<file path="config.mk">
export PLATFORM = sky130hd
export DESIGN_NAME = cfg_block_slave
export DESIGN_NICKNAME = d
export VERILOG_FILES = /design/src/rtl/cbs_pkg.sv /design/src/rtl/cbs_bus_sync.sv /design/src/rtl/cbs_reg_bank.sv /design/src/rtl/cfg_block_slave.sv
export SDC_FILE = /design/constraint.sdc
export NUM_CORES = 1
export LEC_CHECK = 0
export ABC_AREA = 1
export CAP_MARGIN = 10
export CELL_PAD_IN_SITES_DETAIL_PLACEMENT = 0
export CELL_PAD_IN_SITES_GLOBAL_PLACEMENT = 1
export CORE_MARGIN = 2
export CORE_UTILIZATION = 45
export CTS_CLUSTER_SIZE = 8
export DETAILED_ROUTE_END_ITERATION = 7
export DONT_BUFFER_PORTS = 1
export GPL_TIMING_DRIVEN = 0
export PLACE_DENSITY = 0.82
export SYNTH_ARGS = -nofsm -noshare
export SYNTH_HDL_FRONTEND = slang
export SYNTH_SLANG_ARGS = --single-unit
</file>
<file path="constraint.sdc">
create_clock -name clk -period 3 [get_ports clk]
set_input_delay 0.15 -clock clk [delete_from_list [all_inputs] [get_ports clk]]
set_output_delay 0.15 -clock clk [all_outputs]
set_load 0.005 [all_outputs]
</file>
<file path="src/rtl/cbs_pkg.sv">
package cbs_pkg;
    localparam int BYTE_W = 8;

    typedef enum logic [2:0] {
        ST_IDLE,
        ST_ADDR,
        ST_ADDR_ACK,
        ST_RX,
        ST_RX_ACK,
        ST_TX,
        ST_TX_ACK,
        ST_WAIT
    } bus_state_e;
endpackage

</file>
<file path="src/rtl/cbs_bus_sync.sv">
module cbs_bus_sync #(
    parameter int STAGES = 2
) (
    input  logic clk,
    input  logic rst_n,
    input  logic scl_i,
    input  logic sda_i,
    output logic sda_o,
    output logic scl_rise_o,
    output logic scl_fall_o,
    output logic start_o,
    output logic stop_o
);
    typedef struct packed {
        logic [STAGES:0] scl;
        logic [STAGES:0] sda;
    } sync_t;

    sync_t s_d, s_q;

    always_comb begin
        s_d     = s_q;
        s_d.scl = {s_q.scl[STAGES-1:0], scl_i};
        s_d.sda = {s_q.sda[STAGES-1:0], sda_i};
    end

    always_ff @(posedge clk or negedge rst_n) begin
        if (!rst_n) s_q <= '1;
        else        s_q <= s_d;
    end

    logic scl_now, scl_old, sda_now, sda_old;
    assign scl_now    = s_q.scl[STAGES-1];
    assign scl_old    = s_q.scl[STAGES];
    assign sda_now    = s_q.sda[STAGES-1];
    assign sda_old    = s_q.sda[STAGES];
    assign sda_o      = sda_now;
    assign scl_rise_o = scl_now & ~scl_old;
    assign scl_fall_o = ~scl_now & scl_old;
    assign start_o    = scl_now & scl_old & sda_old & ~sda_now;
    assign stop_o     = scl_now & scl_old & ~sda_old & sda_now;
endmodule

</file>
<file path="src/rtl/cbs_reg_bank.sv">
module cbs_reg_bank #(
    parameter int NREGS = 7,
    parameter int AW    = 4,
    parameter logic [NREGS*8-1:0] RST_VALS = 56'h00003FC77F4708,
    parameter logic [NREGS*8-1:0] RO_MASK  = 56'h00000000008010
) (
    input  logic               clk,
    input  logic               rst_n,
    input  logic               we_i,
    input  logic [AW-1:0]      waddr_i,
    input  logic [7:0]         wdata_i,
    input  logic [NREGS*8-1:0] status_i,
    output logic [NREGS*8-1:0] regs_o
);
    typedef struct packed {
        logic [NREGS*8-1:0] bank;
    } bank_t;

    bank_t b_d, b_q;

    always_comb begin
        b_d = b_q;
        for (int k = 0; k < NREGS; k++) begin
            if (we_i && (int'(waddr_i) == k)) begin
                b_d.bank[k*8 +: 8] = (wdata_i & ~RO_MASK[k*8 +: 8])
                                   | (b_q.bank[k*8 +: 8] & RO_MASK[k*8 +: 8]);
            end
        end
    end

    always_ff @(posedge clk or negedge rst_n) begin
        if (!rst_n) b_q.bank <= RST_VALS;
        else        b_q      <= b_d;
    end

    assign regs_o = (b_q.bank & ~RO_MASK) | (status_i & RO_MASK);

    // Without a write strobe the bank must hold every bit.
    assert_bank_hold_R4: assert property (@(posedge clk) disable iff (!rst_n)
        !we_i |=> $stable(b_q.bank));
    // The read-only positions of the stored bank never change.
    assert_ro_untouched_R7: assert property (@(posedge clk) disable iff (!rst_n)
        we_i |=> ((b_q.bank & RO_MASK) == ($past(b_q.bank) & RO_MASK)));
endmodule

</file>
<file path="src/rtl/cfg_block_slave.sv">
module cfg_block_slave #(
    parameter int NREGS       = 7,
    parameter logic [6:0] DEV_ADDR = 7'h69,
    parameter logic [NREGS*8-1:0] RST_VALS = 56'h00003FC77F4708,
    parameter logic [NREGS*8-1:0] RO_MASK  = 56'h00000000008010
) (
    input  logic               clk,
    input  logic               rst_n,
    input  logic               scl_i,
    input  logic               sda_i,
    output logic               sda_oe_o,
    input  logic [NREGS*8-1:0] status_i,
    output logic [NREGS*8-1:0] regs_o
);
    import cbs_pkg::*;

    localparam int CNT_W = $clog2(NREGS + 3);
    localparam logic [CNT_W-1:0] WLIM = CNT_W'(NREGS + 2);
    localparam logic [CNT_W-1:0] RLIM = CNT_W'(NREGS + 1);

    logic sda_s, scl_rise, scl_fall, bus_start, bus_stop;

    cbs_bus_sync #(.STAGES(2)) u_sync (
        .clk        (clk),
        .rst_n      (rst_n),
        .scl_i      (scl_i),
        .sda_i      (sda_i),
        .sda_o      (sda_s),
        .scl_rise_o (scl_rise),
        .scl_fall_o (scl_fall),
        .start_o    (bus_start),
        .stop_o     (bus_stop)
    );

    typedef struct packed {
        bus_state_e       state;
        logic [3:0]       bitcnt;
        logic [7:0]       shift;
        logic             rw;
        logic             acked;
        logic             oe;
        logic [CNT_W-1:0] wcnt;
        logic [CNT_W-1:0] ridx;
    } ctl_t;

    ctl_t c_d, c_q;
    logic             wr_en;
    logic [CNT_W-1:0] wr_addr;
    logic [7:0]       tx_byte;
    logic [7:0]       reg_arr [NREGS];

    for (genvar g = 0; g < NREGS; g++) begin : g_unpack
        assign reg_arr[g] = regs_o[g*8 +: 8];
    end

    // Byte to send for the current read index: count, registers, then filler.
    always_comb begin
        tx_byte = 8'hFF;
        if (c_q.ridx == '0) tx_byte = 8'(NREGS);
        for (int k = 0; k < NREGS; k++) begin
            if (int'(c_q.ridx) == k + 1) tx_byte = reg_arr[k];
        end
    end

    always_comb begin
        c_d     = c_q;
        wr_en   = 1'b0;
        wr_addr = '0;
        if (bus_start) begin
            c_d.state  = ST_ADDR;
            c_d.bitcnt = '0;
            c_d.oe     = 1'b0;
            c_d.wcnt   = '0;
            c_d.ridx   = '0;
        end else if (bus_stop) begin
            c_d.state = ST_IDLE;
            c_d.oe    = 1'b0;
        end else begin
            case (c_q.state)
                ST_ADDR, ST_RX: begin
                    if (scl_rise) begin
                        c_d.shift  = {c_q.shift[6:0], sda_s};
                        c_d.bitcnt = c_q.bitcnt + 4'd1;
                    end else if (scl_fall && c_q.bitcnt == 4'd8) begin
                        if (c_q.state == ST_ADDR) begin
                            if (c_q.shift[7:1] == DEV_ADDR) begin
                                c_d.state = ST_ADDR_ACK;
                                c_d.rw    = c_q.shift[0];
                                c_d.oe    = 1'b1;
                            end else begin
                                c_d.state = ST_WAIT;
                            end
                        end else begin
                            c_d.state = ST_RX_ACK;
                            c_d.oe    = 1'b1;
                            if (c_q.wcnt < WLIM) begin
                                c_d.wcnt = c_q.wcnt + CNT_W'(1);
                                if (c_q.wcnt >= CNT_W'(2)) begin
                                    wr_en   = 1'b1;
                                    wr_addr = c_q.wcnt - CNT_W'(2);
                                end
                            end
                        end
                    end
                end
                ST_ADDR_ACK: begin
                    if (scl_fall) begin
                        c_d.bitcnt = '0;
                        if (c_q.rw) begin
                            c_d.state = ST_TX;
                            c_d.shift = tx_byte;
                            c_d.ridx  = c_q.ridx + CNT_W'(1);
                            c_d.oe    = ~tx_byte[7];
                        end else begin
                            c_d.state = ST_RX;
                            c_d.oe    = 1'b0;
                        end
                    end
                end
                ST_RX_ACK: begin
                    if (scl_fall) begin
                        c_d.state  = ST_RX;
                        c_d.bitcnt = '0;
                        c_d.oe     = 1'b0;
                    end
                end
                ST_TX: begin
                    if (scl_fall) begin
                        if (c_q.bitcnt == 4'd7) begin
                            c_d.state = ST_TX_ACK;
                            c_d.oe    = 1'b0;
                        end else begin
                            c_d.shift  = {c_q.shift[6:0], 1'b0};
                            c_d.bitcnt = c_q.bitcnt + 4'd1;
                            c_d.oe     = ~c_q.shift[6];
                        end
                    end
                end
                ST_TX_ACK: begin
                    if (scl_rise) begin
                        c_d.acked = ~sda_s;
                    end else if (scl_fall) begin
                        if (c_q.acked) begin
                            c_d.state  = ST_TX;
                            c_d.bitcnt = '0;
                            c_d.shift  = tx_byte;
                            c_d.oe     = ~tx_byte[7];
                            if (c_q.ridx < RLIM) c_d.ridx = c_q.ridx + CNT_W'(1);
                        end else begin
                            c_d.state = ST_WAIT;
                        end
                    end
                end
                default: ;
            endcase
        end
    end

    always_ff @(posedge clk or negedge rst_n) begin
        if (!rst_n) begin
            c_q <= '{state: ST_IDLE, bitcnt: '0, shift: '0, rw: 1'b0,
                     acked: 1'b0, oe: 1'b0, wcnt: '0, ridx: '0};
        end else begin
            c_q <= c_d;
        end
    end

    assign sda_oe_o = c_q.oe;

    cbs_reg_bank #(
        .NREGS    (NREGS),
        .AW       (CNT_W),
        .RST_VALS (RST_VALS),
        .RO_MASK  (RO_MASK)
    ) u_bank (
        .clk      (clk),
        .rst_n    (rst_n),
        .we_i     (wr_en),
        .waddr_i  (wr_addr),
        .wdata_i  (c_q.shift),
        .status_i (status_i),
        .regs_o   (regs_o)
    );

    // Host-driven bits: the slave keeps SDA released.
    assert_host_bits_free_R10: assert property (@(posedge clk) disable iff (!rst_n)
        (c_q.state == ST_ADDR || c_q.state == ST_RX) |-> !sda_oe_o);
    // Acknowledge of an accepted data byte holds SDA low.
    assert_rx_ack_low_R10: assert property (@(posedge clk) disable iff (!rst_n)
        (c_q.state == ST_RX_ACK) |-> sda_oe_o);
    // After a NACK or a foreign address the slave stays off the bus.
    assert_wait_released_R8: assert property (@(posedge clk) disable iff (!rst_n)
        (c_q.state == ST_WAIT) |-> !sda_oe_o);
    // A register write is always followed by the acknowledge phase.
    assert_write_then_ack_R3: assert property (@(posedge clk) disable iff (!rst_n)
        wr_en |=> (c_q.state == ST_RX_ACK));
    // The first byte of a read is the register count.
    assert_count_first_R5: assert property (@(posedge clk) disable iff (!rst_n)
        (c_q.state == ST_ADDR_ACK && c_q.rw && scl_fall && !bus_start && !bus_stop)
        |=> (c_q.shift == 8'(NREGS)));
    // SDA output changes only while SCL is low (synchronised view).
    assert_oe_on_low_R5: assert property (@(posedge clk) disable iff (!rst_n)
        (scl_rise || (!scl_fall && $past(scl_fall) == 1'b0 && c_q.state == ST_TX))
        |=> $stable(sda_oe_o));
endmodule

</file>
==> flow_summary.yaml <==
clock_tree:
  cts.path.max_buffers: 2
  cts-root-buf: "clkbuf_8"
  cts_buffers: 9
  path_clk_slew_ns: 0.09
  h-tree-depth: 3
  clock_sinks: 86
  postCtsSetupBuffers: 0
  cts_tree: "done"
  clk_latency_ns: 0.37
setup_path:
  r2r-end: "u_bank.b_q[22]$_DFFE_PN1P_"
  crit_type: "flip-flop to flip-flop"
  cp_common_cell: "nand2_1"
  endpoint_kind: "flip-flop"
  reg2regPathDepth: 10
  crit_arrival_ns: 2.61
  cp_slowest_stage_delay_ns: 0.54
  path_cells: "inv_1, ha_1, nor4_1, nor2_2, nand2_2, nor3_2, nand2_1, buf_2, nand2_1, o21ai_1"
  critPathMaxFanout: 10
  reg2reg_from: "c_q[4]$_DFFE_PN0P_"
  crit_required_ns: 3.29
  worst-r2r-setup-slack_ns: 0.67
  start_kind: "flip-flop"
  slowest_stage: "dfrtp_1"
sta:
  worst_slack_ns: 0.6743
  finalHoldViolations: 0
  period_minus_slack_ns: 2.326
  fin_hold_ws_ns: 0.3277
  finalSetupTns_ns: 0
  slew_viol_final: 0
  slew_headroom_pct: 57.58
  clock_skew_ns: 0.008559
  finalSetupViolations: 0
  worst_slew_pin_slew_ns: 0.6339
  layout_worst_path_cycle_share_pct: 77.52
  rsz0062_at_grt: "no"
  max_freq_ghz: 0.4300
place:
  dp_hpwl_um: 8849
  placedCellCount: 729
  dpl_cell_area_sq_um: 4772
  pre_cts_ws_ns: 0.7042
  io_buffer_count: 0
  gp_congestion: 0.9355
yosys:
  synth-adder-area-share_pct: 2.988
  synth_nets: 667
  synth_top_family_by_area: "simple AND/OR/NAND/NOR gates"
  synth_warnings: 0
  synth-simple-area-share_pct: 29.20
  yosys.area.top_type: "dfrtp_1"
  synth_mux_area_share_pct: 0
  synth_cell_types: 35
  yosys-top-cells-area: "dfrtp_1 (31%), dfstp_2 (17%), nand2_1 (14%)"
  synth_compound_area_share_pct: 11.49
  syn_area_per_cell_sq_um: 7.728
  syn_area_sq_um: 4606
  syn_inst: 596
  ys_ff_latch: 86
  yosys.area_share.xor_xnor_pct: 0.9508
  synth.top_cell.area_share_pct: 30.97
  ys_seq_area_share_pct: 47.51
routing:
  via_per_inst: 5.188
  ant_nets: 0
  firstDrtPassIters: 4
  vias: 3886
  drc: 0
  first_iter_violations: 189
  avgRoutedWirePerCell_um: 16.17
  drt-total-wl_um: 12110
flow_run:
  maxCapViolCount: 0
hold_path:
  worstHoldPathCells: 1
  min_path_type: "input pin to flip-flop"
  min_to: "u_sync.s_d[1]$_DFF_PN1_"
  hp-start: "sda_i"
final_layout:
  fillers: 985
  layout-drive-gt1-share_pct: 13.96
  finalNonFillerCells: 749
  area_growth_pct: 9.454
  regArea_sq_um: 2188
  stdcell_area_sq_um: 5041
  multiInputGateArea_sq_um: 2056
  antenna_cells: 0
  fin_nets: 682
power_and_ir_drop:
  p_int_mw: 2.265
  swShare_pct: 43.68
  power_leakage_nw: 2.348
  irDropWorstVdd_uv: 288.9
  p_seq_share_pct: 34.9
  combPwrFrac_pct: 42.9
  powerDensity_nw_per_um2: 797.9
  switchingPower_mw: 1.757
  p_clk_share_pct: 22.2
die:
  start_util_pct: 46.69
  die_w_um: 105.2
  ios: 117
  die_y_um: 105.2
  row_count: 36
  core_area_sq_um: 9864
  dieArea_sq_um: 11060
global_routing:
  globalRoute.totalOverflow: 0
  grt_pass1_wl_um: 20110
  grt_max_degree: 87
  grt_usage_pct: 23.24
  grt_pass1_vias: 3945
  antenna_found_initial: 0
status:
  status: "completed"
## worst max path at each step
stage,start,to,cells after the start
5_1_grt,c_q[4]$_DFFE_PN0P_,u_bank.b_q[13]$_DFFE_PN0P_,9
4_1_cts,c_q[4]$_DFFE_PN0P_,u_bank.b_q[22]$_DFFE_PN1P_,10
6_report,c_q[4]$_DFFE_PN0P_,u_bank.b_q[22]$_DFFE_PN1P_,10
2_1_floorplan,c_q[4]$_DFFE_PN0P_,u_bank.b_q[13]$_DFFE_PN0P_,9
3_5_place_dp,c_q[4]$_DFFE_PN0P_,u_bank.b_q[22]$_DFFE_PN1P_,10
3_3_place_gp,c_q[4]$_DFFE_PN0P_,u_bank.b_q[21]$_DFFE_PN1P_,10
## what timing repair did
action	in CTS	in global routing
hold buffers	4	0
endpoints found under the setup margin	0	0
hold endpoints to repair	88	0
gates resized for setup	0	0
## synth_stat cells (all sizes together)
master     n
nor4       1
o22ai      2
a31oi      2
clkbuf     3
inv       74
o31ai      1
buf       11
nand4      4
nor3       5
or2        8
dfstp     29
a21oi     25
dfrtp     57
nor2      58
clkinv     1
o2111ai    1
o211ai     1
o21ai     71
nand3b     4
nand3     49
xor2       5
nand2    173
ha        11
## layer usage
metal  vias to the layer above  global-route usage (%)  share of wire (%)  wire [um]
li1                       1939                       -                  -          -
met1                      1859                   30.65                 46       5519
met2                        74                   37.80                 48       5819
met3                        14                   4.991                5.3        639
met4                         0                   8.190                1.1        129
met5                         -                       0                  0          0
## state kept, by name, indices dropped and copies added, names as in the netlist
name / cells
u_sync.s_q: 2
u_sync.s_d: 3
sda_oe_o: 1
c_q: 25
u_bank.b_q: 54
u_sync.sda_o: 1
## power groups by stage
stage	Combinational [mW]	Sequential (mW)	Clock (mW)
detailed placement	1.69	1.42	0
CTS	1.73	1.40	0.898
global route	1.97	1.43	0.943
floorplan	1.21	1.40	0
global placement	1.66	1.42	0
finish	1.73	1.40	0.892
## layout make-up
class | count | share of cell area (%)
repair buffers | 4 | 1.142
inverters | 75 | 5.585
clock inverters | 2 | 0.7446
plain buffers | 14 | 1.588
well taps | 133 | 3.301
clock buffers | 14 | 3.450
multi-input cells | 421 | 40.78
flip-flops and latches | 86 | 43.41
## layout by cell type (no fill, tap or decap), drive strengths merged, types with 2 or more instances in the layout
| cell type | n |
|---|---|
| nand2 | 173 |
| inv | 74 |
| o21ai | 71 |
| nor2 | 58 |
| dfrtp | 57 |
| nand3 | 49 |
| dfstp | 29 |
| a21oi | 25 |
| clkbuf | 17 |
| buf | 12 |
| ha | 11 |
| or2 | 8 |
| xor2 | 5 |
| nor3 | 5 |
| nand3b | 4 |
| nand4 | 4 |
| dlygate4sd3 | 3 |
| o22ai | 2 |
| a31oi | 2 |
## cell families (layout without fill, tap and decap cells)
group	count (synthesis)	in the layout
and+or+nand+nor	302	302
DFF	86	86
AOI/OAI and AO/OA	103	103
buffers and inverters	89	109
adders and majority gates	11	11
xor gates and xnor gates	5	5
## per-stage QoR
step	utilization [%]	power [mW]
global route	51.10	4.345
detailed placement	48.38	3.116
floorplan	-	2.605
CTS	51.10	4.034
finish	51.10	4.022
global placement	48.38	3.083
## critical path: cells and delay by family (launching register included)
kind	cells	cell delay [ns]
buf+inv	2	0.43
fa+ha+maj	1	0.22
flops	1	0.54
simple gates	6	0.95
compound gates	1	0.10
(Power assumes the default switching activity.)
